<file path="config.mk">
export PLATFORM = sky130hd
export DESIGN_NAME = dw_slave_decoder
export DESIGN_NICKNAME = d
export VERILOG_FILES = /design/src/rtl/dw_cmd_pkg.sv /design/src/rtl/dw_cmd_decode.sv /design/src/rtl/dw_lam_ctrl.sv /design/src/rtl/dw_read_reg.sv /design/src/rtl/dw_slave_decoder.sv
export SDC_FILE = /design/constraint.sdc
export NUM_CORES = 1
export LEC_CHECK = 0
export CAP_MARGIN = 20
export CORE_MARGIN = 4
export CORE_UTILIZATION = 55
export CTS_CLUSTER_DIAMETER = 60
export DETAILED_ROUTE_END_ITERATION = 10
export DONT_BUFFER_PORTS = 1
export GPL_ROUTABILITY_DRIVEN = 0
export GPL_TIMING_DRIVEN = 0
export MAX_ROUTING_LAYER = met4
export PLACE_DENSITY = 0.68
export SYNTH_ARGS = -nofsm -noshare
export SYNTH_HDL_FRONTEND = slang
export SYNTH_SLANG_ARGS = --single-unit
</file>
<file path="constraint.sdc">
create_clock -name clk -period 1.97 [get_ports clk]
set_input_delay 0.2955 -clock clk [delete_from_list [all_inputs] [get_ports clk]]
set_output_delay 0.2955 -clock clk [all_outputs]
set_load 0.01 [all_outputs]
</file>
<file path="src/rtl/dw_cmd_pkg.sv">
package dw_cmd_pkg;

  typedef struct packed {
    logic valid;
    logic is_read;
    logic test_lam;
    logic clr_mod;
    logic clr_lam;
    logic lam_off;
    logic lam_on;
    logic test;
  } cmd_t;

  // Decode one command; in_rng says the subaddress names a channel,
  // a_last says it names the highest channel.
  function automatic cmd_t decode_cmd(input logic [4:0] f, input logic in_rng,
                                      input logic a_last);
    cmd_t c;
    c = '0;
    case (f)
      5'd0:  c.is_read  = 1'b1;
      5'd2:  begin c.is_read = 1'b1; c.clr_mod = a_last; c.clr_lam = a_last; end
      5'd8:  c.test_lam = 1'b1;
      5'd9:  begin c.clr_mod = 1'b1; c.clr_lam = 1'b1; end
      5'd10: c.clr_lam  = 1'b1;
      5'd24: c.lam_off  = 1'b1;
      5'd25: c.test     = 1'b1;
      5'd26: c.lam_on   = 1'b1;
      default: c = '0;
    endcase
    c.valid = in_rng & (|{c.is_read, c.test_lam, c.clr_lam, c.lam_off, c.test, c.lam_on});
    if (!in_rng) c = '0;
    return c;
  endfunction

  // Suppression applies when no channel saw a stop and the override is off.
  function automatic logic suppressed(input logic any_hit, input logic override_off);
    return ~any_hit & ~override_off;
  endfunction

endpackage

</file>
<file path="src/rtl/dw_cmd_decode.sv">
module dw_cmd_decode
  import dw_cmd_pkg::*;
#(
  parameter int NCH = 8,
  parameter int AW  = 4,
  localparam int SELW = $clog2(NCH)
) (
  input  logic [4:0]      f,
  input  logic [AW-1:0]   a,
  output cmd_t            cmd,
  output logic [SELW-1:0] sel
);
  localparam logic [AW-1:0] A_LAST = AW'(NCH - 1);

  logic in_rng;
  assign in_rng = (a <= A_LAST);
  assign sel    = a[SELW-1:0];
  assign cmd    = decode_cmd(f, in_rng, a == A_LAST);
endmodule

</file>
<file path="src/rtl/dw_lam_ctrl.sv">
module dw_lam_ctrl (
  input  logic clk,
  input  logic rst_n,
  input  logic set_evt,
  input  logic clr_evt,
  input  logic en_on,
  input  logic en_off,
  output logic flag,
  output logic en
);
  always_ff @(posedge clk or negedge rst_n) begin
    if (!rst_n) begin
      flag <= 1'b0;
      en   <= 1'b0;
    end else begin
      if (clr_evt)      flag <= 1'b0;
      else if (set_evt) flag <= 1'b1;
      if (en_off)       en <= 1'b0;
      else if (en_on)   en <= 1'b1;
    end
  end
endmodule

</file>
<file path="src/rtl/dw_read_reg.sv">
module dw_read_reg #(
  parameter int NCH = 8,
  parameter int DW  = 11,
  localparam int SELW = $clog2(NCH)
) (
  input  logic            clk,
  input  logic            rst_n,
  input  logic            capture,
  input  logic            load_word,
  input  logic [SELW-1:0] sel,
  input  logic [NCH*DW-1:0] chan_data,
  input  logic [NCH-1:0]  chan_ovf,
  output logic [DW:0]     r_data
);
  logic [DW-1:0] words [NCH];

  for (genvar g = 0; g < NCH; g++) begin : g_unpack
    assign words[g] = chan_data[g*DW +: DW];
  end

  always_ff @(posedge clk or negedge rst_n) begin
    if (!rst_n)       r_data <= '0;
    else if (capture) r_data <= load_word ? {chan_ovf[sel], words[sel]} : '0;
  end
endmodule

</file>
<file path="src/rtl/dw_slave_decoder.sv">
module dw_slave_decoder
  import dw_cmd_pkg::*;
#(
  parameter int NCH = 8,
  parameter int DW  = 11,
  parameter int AW  = 4,
  localparam int SELW = $clog2(NCH)
) (
  input  logic              clk,
  input  logic              rst_n,
  input  logic [4:0]        cmd_f,
  input  logic [AW-1:0]     cmd_a,
  input  logic              stn_sel,
  input  logic              strobe1,
  input  logic              strobe2,
  input  logic              crate_z,
  input  logic              crate_c,
  input  logic              crate_i,
  input  logic [NCH*DW-1:0] chan_data,
  input  logic [NCH-1:0]    chan_ovf,
  input  logic [NCH-1:0]    chan_hit,
  input  logic              conv_done,
  input  logic              q_sup_off,
  input  logic              lam_sup_off,
  output logic [DW:0]       r_data,
  output logic              x_resp,
  output logic              q_resp,
  output logic              lam_req,
  output logic              mod_clear,
  output logic              test_start,
  output logic              start_inhibit
);
  cmd_t            cmd;
  logic [SELW-1:0] sel;
  logic            addressed, act, crate_clr;
  logic            clr_mod_evt, clr_lam_evt, en_on, en_off, test_evt;
  logic            lam_flag, lam_en, q_sup, l_sup;

  dw_cmd_decode #(.NCH(NCH), .AW(AW)) u_dec (
    .f(cmd_f), .a(cmd_a), .cmd(cmd), .sel(sel)
  );

  // Named internal events
  assign addressed   = stn_sel & cmd.valid;
  assign act         = addressed & strobe2;
  assign crate_clr   = strobe2 & (crate_z | crate_c);
  assign clr_mod_evt = (act & cmd.clr_mod) | crate_clr;
  assign clr_lam_evt = (act & cmd.clr_lam) | crate_clr;
  assign en_off      = (act & cmd.lam_off) | (strobe2 & crate_z);
  assign en_on       = act & cmd.lam_on;
  assign test_evt    = act & cmd.test;
  assign q_sup       = suppressed(|chan_hit, q_sup_off);
  assign l_sup       = suppressed(|chan_hit, lam_sup_off);

  dw_lam_ctrl u_lam (
    .clk(clk), .rst_n(rst_n), .set_evt(conv_done), .clr_evt(clr_lam_evt),
    .en_on(en_on), .en_off(en_off), .flag(lam_flag), .en(lam_en)
  );

  dw_read_reg #(.NCH(NCH), .DW(DW)) u_rd (
    .clk(clk), .rst_n(rst_n), .capture(strobe1 & stn_sel),
    .load_word(addressed & cmd.is_read), .sel(sel),
    .chan_data(chan_data), .chan_ovf(chan_ovf), .r_data(r_data)
  );

  assign x_resp        = addressed;
  assign q_resp        = addressed & ~q_sup &
                         (cmd.is_read | (cmd.test_lam & lam_flag & lam_en));
  assign lam_req       = lam_flag & lam_en & ~stn_sel & ~l_sup;
  assign start_inhibit = crate_i;

  always_ff @(posedge clk or negedge rst_n) begin
    if (!rst_n) begin
      mod_clear  <= 1'b0;
      test_start <= 1'b0;
    end else begin
      mod_clear  <= clr_mod_evt;
      test_start <= test_evt;
    end
  end
endmodule

</file>
==> impl_results.md, run 1 <==
* Outcome: complete, no violations
* Post-Syn Area per Cell at 12.4 sq um
* Worst slew margin at 0.550
* VDD IR-drop max at 0.482 mV
* Yosys reg bits at 16
* Cell Area, Synth at 1490 sq um
* CP startpoint kind: register
* Drc violations at 0
* Period utilization at 0.809
* TNS Setup at 0 ns
* Clk sinks at 16
* Most frequent cells in the layout: 21 x mux4_2, 16 x dfrtp_1, 15 x nand2_1, 12 x mux2i_1, 12 x o21ai_1
* Pwr Density at 457 nW/um^2
* Ports at 142
* Min cycle time layout at 1.59 ns
* Die Height at 60.0 um
* Register area at 400 sq um
* HP Class: in2reg
* Cells after synthesis at 120
* Post-layout util at 0.617
* Setup violators final at 0
* Crit Path Class: reg2out
* CTS tree: yes
* Clock tree buffer depth at 2
* Post-synthesis cell type count at 32
* Antenna violation net count after detailed routing at 0
* DRT Pass-1 Iters at 4
* Num CTS Buffers at 3
* Gr usage total at 0.232
* Detailed Route WL at 4.12 mm
* Reg clk slew, reported paths at 0.08 ns
* H-tree depth at 1
* Root Buffer: clkbuf_4
* # rows at 18
* Vias in the first global route at 1229
* PostCTS Resize Cnt at 0
* Initial antenna violation count at 0
* Crit-path max FO at 2
* Ant. Diodes at 0
* Sequential area share after synthesis at 0.270
* Required @ worst endpoint at 1.67 ns
* Layout cell share with drive strength beyond 1 at 0.274
* Drt first-iter violations at 33
* Worst-skew pair later-pin latency at 0.27 ns
* Global route overflow at 0
* Filler cells at 203
* F_max at 628 MHz
* Largest net degree at the start of global routing at 17
* WL/cell at 26.8 um
* Critical Path AT at 1.30 ns
* Syn nets at 244
* Max Cap Violations at 0
* Std-Cell Core Area at 2520 sq um
* DR vias at 1125
* Total die area at 3600 sq um
* Layout Nets at 250
* Die width at 60.0 um
* PortBufs at 0
* Starting Density at 0.589
* First-pass GRT wire length at 5.98 mm
* Slew of the pin with the lowest slew margin at 0.672 ns
* Area of the multi-input gates at 996 sq um
* Commonest non-fill, non-tap cell in the layout: mux4_2
* RSZ-0062 raised after global routing: no
* Final hold vios at 0
* Warnings, synthesis at 0
* Layout Skew at 0 ns
* Vias per cell at 7.31
* Post-detail-place hpwl at 3.73 mm
* Static leakage at 0.618 nW
* Max-slew violations at 0
* P&R area growth vs syn at 4.72%
* Crit path capture type: output port
## cell families after synthesis
logic type                Yosys count  share of synthesized area
AOI/OAI and AO/OA                  22                     0.0885
muxes                              36                      0.452
and+or+nand+nor                    32                      0.124
DFF                                16                      0.270
xor gates and xnor gates            1                    0.00590
buffers and inverters              13                     0.0598
## routing by layer
layer	up-vias	routed length (um)	GRT usage
met1	550	1540	0.320
met4	0	31	0.0506
li1	498	-	-
met5	-	0	-
met2	73	2200	0.370
met3	4	343	0.0281
## timing repair
| action | 4_1_cts | 5_1_grt |
|---|---|---|
| buffers inserted | 0 | 0 |
| hold endpoints to repair | 16 | 0 |
| hold buffers | 1 | 0 |
## Yosys cell counts (all sizes together)
master   n  area (sq um)
nand2   15          56.3
and3b    2          17.5
nand2b   1          6.26
a21boi   1          7.51
nand4    2          12.5
nor2b    1          6.26
buf      8          70.1
o211ai   1          7.51
nor4bb   1          10.0
nor3b    1          7.51
mux4    24           552
mux2i   12           120
inv      3          11.3
nor3     3          15.0
clkbuf   2          7.51
or4      2          15.0
nor2     1          3.75
and4b    1          10.0
a32oi    1          8.76
a311o    1          10.0
xor2     1          8.76
nor4b    1          15.0
o21ai   16          80.1
o221a    1          11.3
a31oi    1          6.26
and4     1          8.76
dfrtp   16           400
## registers in the layout (all words and copies together) (netlist names)
name / cells
u_lam.flag: 1
test_start: 1
u_rd.r_data: 12
u_lam.en: 1
mod_clear: 1
## critical path, stage by stage, from the launching register on
cell      delay (ns)
dfrtp_1         0.36
nand2_1         0.08
o21ai_0         0.13
nor4bb_1        0.45
## final cells by class
type | instances | share of cell area
buffer | 10 | 0.0499
tap | 30 | 0.0241
sequential | 16 | 0.257
timing repair buffer | 1 | 0.00644
clock buffer | 3 | 0.0145
multi-input combinational | 91 | 0.640
inverter | 3 | 0.00724
## final timing paths
| kind | start | endpoint | slack [ns] | cells after the start |
|---|---|---|---|---|
| hold reg to reg | u_rd.r_data[9]$_DFFE_PN0P_ | u_rd.r_data[9]$_DFFE_PN0P_ | 0.55 | 2 |
| hold / removal | strobe2 | u_lam.en$_DFFE_PN0P_ | 0.14 | 1 |
| max in group asynchronous | rst_n | u_rd.r_data[9]$_DFFE_PN0P_ | 1.05 | 1 |
| setup / recovery | u_lam.flag$_DFFE_PN0P_ | q_resp | 0.38 | 3 |
| setup reg to reg | u_lam.en$_DFFE_PN0P_ | u_lam.en$_DFFE_PN0P_ | 1.06 | 3 |
| min in group asynchronous | rst_n | u_lam.flag$_DFFE_PN0P_ | 0.49 | 1 |
## report_power, final
group / leakage (nW) / internal [mW] / total (mW) / switching (mW)
Clock: 0.0138 / 0.0707 / 0.159 / 0.0879
Sequential: 0.219 / 0.337 / 0.344 / 0.00688
Combinational: 0.385 / 0.123 / 0.207 / 0.0844
## per-stage QoR
step	cells	power [mW]	setup WS [ns]	area [sq um]	hold WS [ns]
floorplan	120	0.524	0.578	1490	-0.0000911
global placement	150	0.550	0.410	1520	0.000250
detailed placement	150	0.552	0.393	1520	0.000257
CTS	154	0.716	0.368	1560	0.129
global route	154	0.749	0.238	1560	0.145
finish	154	0.710	0.377	1560	0.136
Note: power is estimated with default switching activity, not from simulation.
==> run 2, diff against run 1 <==
clock period = 1.5 ns   (was 1.97 ns; I/O delays follow)
==> run 2 against run 1 <==
Compared with the run above:
- global-route usage increased by 0.094 points
- sequential power increased by 31%
- die area unchanged
- setup slack got worse by 0.24 ns
- power increased by 32%
- first-iteration DRC count increased by 12%
- via count decreased by 0.27%
- sequential cell count unchanged
- final area increased by 1.3%
- combinational power increased by 33%
==> impl_results.md, run 2 (same netlist as run 1, synthesis figures left out) <==
* Outcome: complete, no violations
* # rows at 18 (unchanged)
* Crit path capture type: output port
* Largest net degree at the start of global routing at 17 (unchanged)
* Detailed Route WL at 4.14 mm (+0.44%)
* Clk sinks at 16 (unchanged)
* Met1 usage at 0.320 (unchanged)
* Top Usage Layer GRT: met2
* Required @ worst endpoint at 1.27 ns (-0.40 ns)
* Ant. Diodes at 0 (unchanged)
* Dpl ws at -0.00624 ns (-0.399 ns)
* CTS tree: yes
* Max Cap Violations at 0 (unchanged)
* Commonest non-fill, non-tap cell in the layout: mux4_2
* VDD IR-drop max at 0.633 mV (+31%)
* Met3 Use GR at 0.0281 (unchanged)
* HP Class: in2reg
* H-tree depth at 1 (unchanged)
* Global route overflow at 0 (unchanged)
* Min cycle time layout at 1.36 ns
* Hold slack final at 0.0640 ns (-0.0720 ns)
* Pwr Density at 594 nW/um^2 (+30%)
* Crit-path max FO at 2 (unchanged)
* Root Buffer: clkbuf_4
* RSZ-0062 raised after global routing: no
* Worst-skew pair later-pin latency at 0.27 ns (about the same)
* Reg2reg start: u_lam.en$_DFFE_PN0P_
* Drc violations at 0 (unchanged)
* Total die area at 3600 sq um (unchanged)
* Antenna violation net count after detailed routing at 0 (unchanged)
* Period utilization at 0.909
* Most frequent cells in the layout: 21 x mux4_2, 16 x dfrtp_1, 15 x nand2_1, 13 x o21ai_1, 12 x mux2i_1
* Hold Startpoint: strobe2
* Final hold vios at 0 (unchanged)
* WL/cell at 26.9 um (+0.44%)
* Area of the multi-input gates at 1020 sq um (+2.0%)
* Filler cells at 205 (+0.99%)
* P&R area growth vs syn at 6.07%
* F_max at 733 MHz
* Static leakage at 0.620 nW (+0.35%)
* DRT Pass-1 Iters at 4 (unchanged)
* Setup violators final at 0 (unchanged)
* Register bank with the most flops: u_rd.r_data
* Layout Skew at 0 ns (unchanged)
* Reg clk slew, reported paths at 0.08 ns (about the same)
* Largest register FFs at 12 (unchanged)
* Die width at 60.0 um (unchanged)
* Vias per cell at 7.29 (-0.27%)
* TNS Setup at 0 ns (unchanged)
* Met2 global-route usage at 0.373 (+0.00309)
* Num CTS Buffers at 3 (unchanged)
* Starting Density at 0.589 (unchanged)
* Layout Nets at 250 (unchanged)
* Post-detail-place hpwl at 3.73 mm (unchanged)
* Fin area at 1580 sq um (+1.3%)
* Layout cell share with drive strength beyond 1 at 0.290 (+0.0161)
* Worst slew margin at 0.551 (+0.00111)
* Std-Cell Core Area at 2520 sq um (unchanged)
* Worst Slack Setup Final at 0.136 ns (-0.241 ns)
* Slew of the pin with the lowest slew margin at 0.671 ns (-0.00166 ns)
* Clock tree buffer depth at 2 (unchanged)
* PortBufs at 0 (unchanged)
* Ports at 142 (unchanged)
* Max-slew violations at 0 (unchanged)
* Drt first-iter violations at 37 (+12%)
* DR vias at 1122 (-0.27%)
* Register area at 400 sq um (unchanged)
* Vias in the first global route at 1230 (+0.081%)
* Die Height at 60.0 um (unchanged)
* Critical Path Start: u_lam.flag$_DFFE_PN0P_
* Crit Path Class: reg2out
* CP startpoint kind: register
* Gr usage total at 0.233 (+0.000937)
* Post-CTS setup buffer count at 0 (unchanged)
* Initial antenna violation count at 0 (unchanged)
* Post-placement cell area at 1520 sq um (unchanged)
* First-pass GRT wire length at 5.99 mm (+0.23%)
* Critical Path AT at 1.14 ns (-0.16 ns)
==> run 2: through the flow <==
| step | std cells | util | power, mW |
|---|---|---|---|
| CTS | 154 | 0.619 | 0.941 |
| global placement | 150 | 0.604 | 0.722 |
| finish | 154 | 0.625 | 0.936 |
| global route | 154 | 0.625 | 0.987 |
| detailed placement | 150 | 0.604 | 0.725 |
| floorplan | 120 | - | 0.688 |
==> run 2: where the power goes <==
part	internal, mW	switching [mW]	total (mW)
Sequential	0.443	0.00905	0.452
Clock	0.0928	0.116	0.209
Combinational	0.164	0.112	0.275
Total	0.699	0.237	0.936
==> run 2: layout make-up <==
type / instances / share of cell area
inverters: 3 / 0.00715
plain buffers: 10 / 0.0492
flip-flops and latches: 16 / 0.254
well taps: 30 / 0.0238
clock buffers: 3 / 0.0143
multi-input cells: 91 / 0.645
repair buffers: 1 / 0.00635
==> run 2: path summary, 6_finish.rpt <==
check	to	slack, ns	cells after the start
max reg2reg	u_lam.en$_DFFE_PN0P_	0.59	3
min in group asynchronous	u_lam.flag$_DFFE_PN0P_	0.42	1
max in group asynchronous	u_rd.r_data[9]$_DFFE_PN0P_	0.65	1
min reg2reg	u_rd.r_data[9]$_DFFE_PN0P_	0.55	2
min	u_lam.en$_DFFE_PN0P_	0.06	1
max	q_resp	0.14	3
==> run 2: repair_timing <==
item                                    CTS  global route
endpoints found under the hold margin    16             0
hold buffers                              1             0
endpoints found under the setup margin    1             1
gates resized for setup                   1             3
==> run 2: critical path, cell delays in order, from the launching register on <==
cell and delay (ns):
dfrtp_1 0.36, nand2_1 0.09, o21ai_1 0.14, nor4bb_4 0.27
==> run 2: per-layer routing <==
metal  vias up  wire length [um]  share of wire
li1        499                 -              -
met1       545              1510           0.36
met2        76              2260           0.55
met3         2               358          0.086
met4         0                12         0.0029
met5         -                 0              0
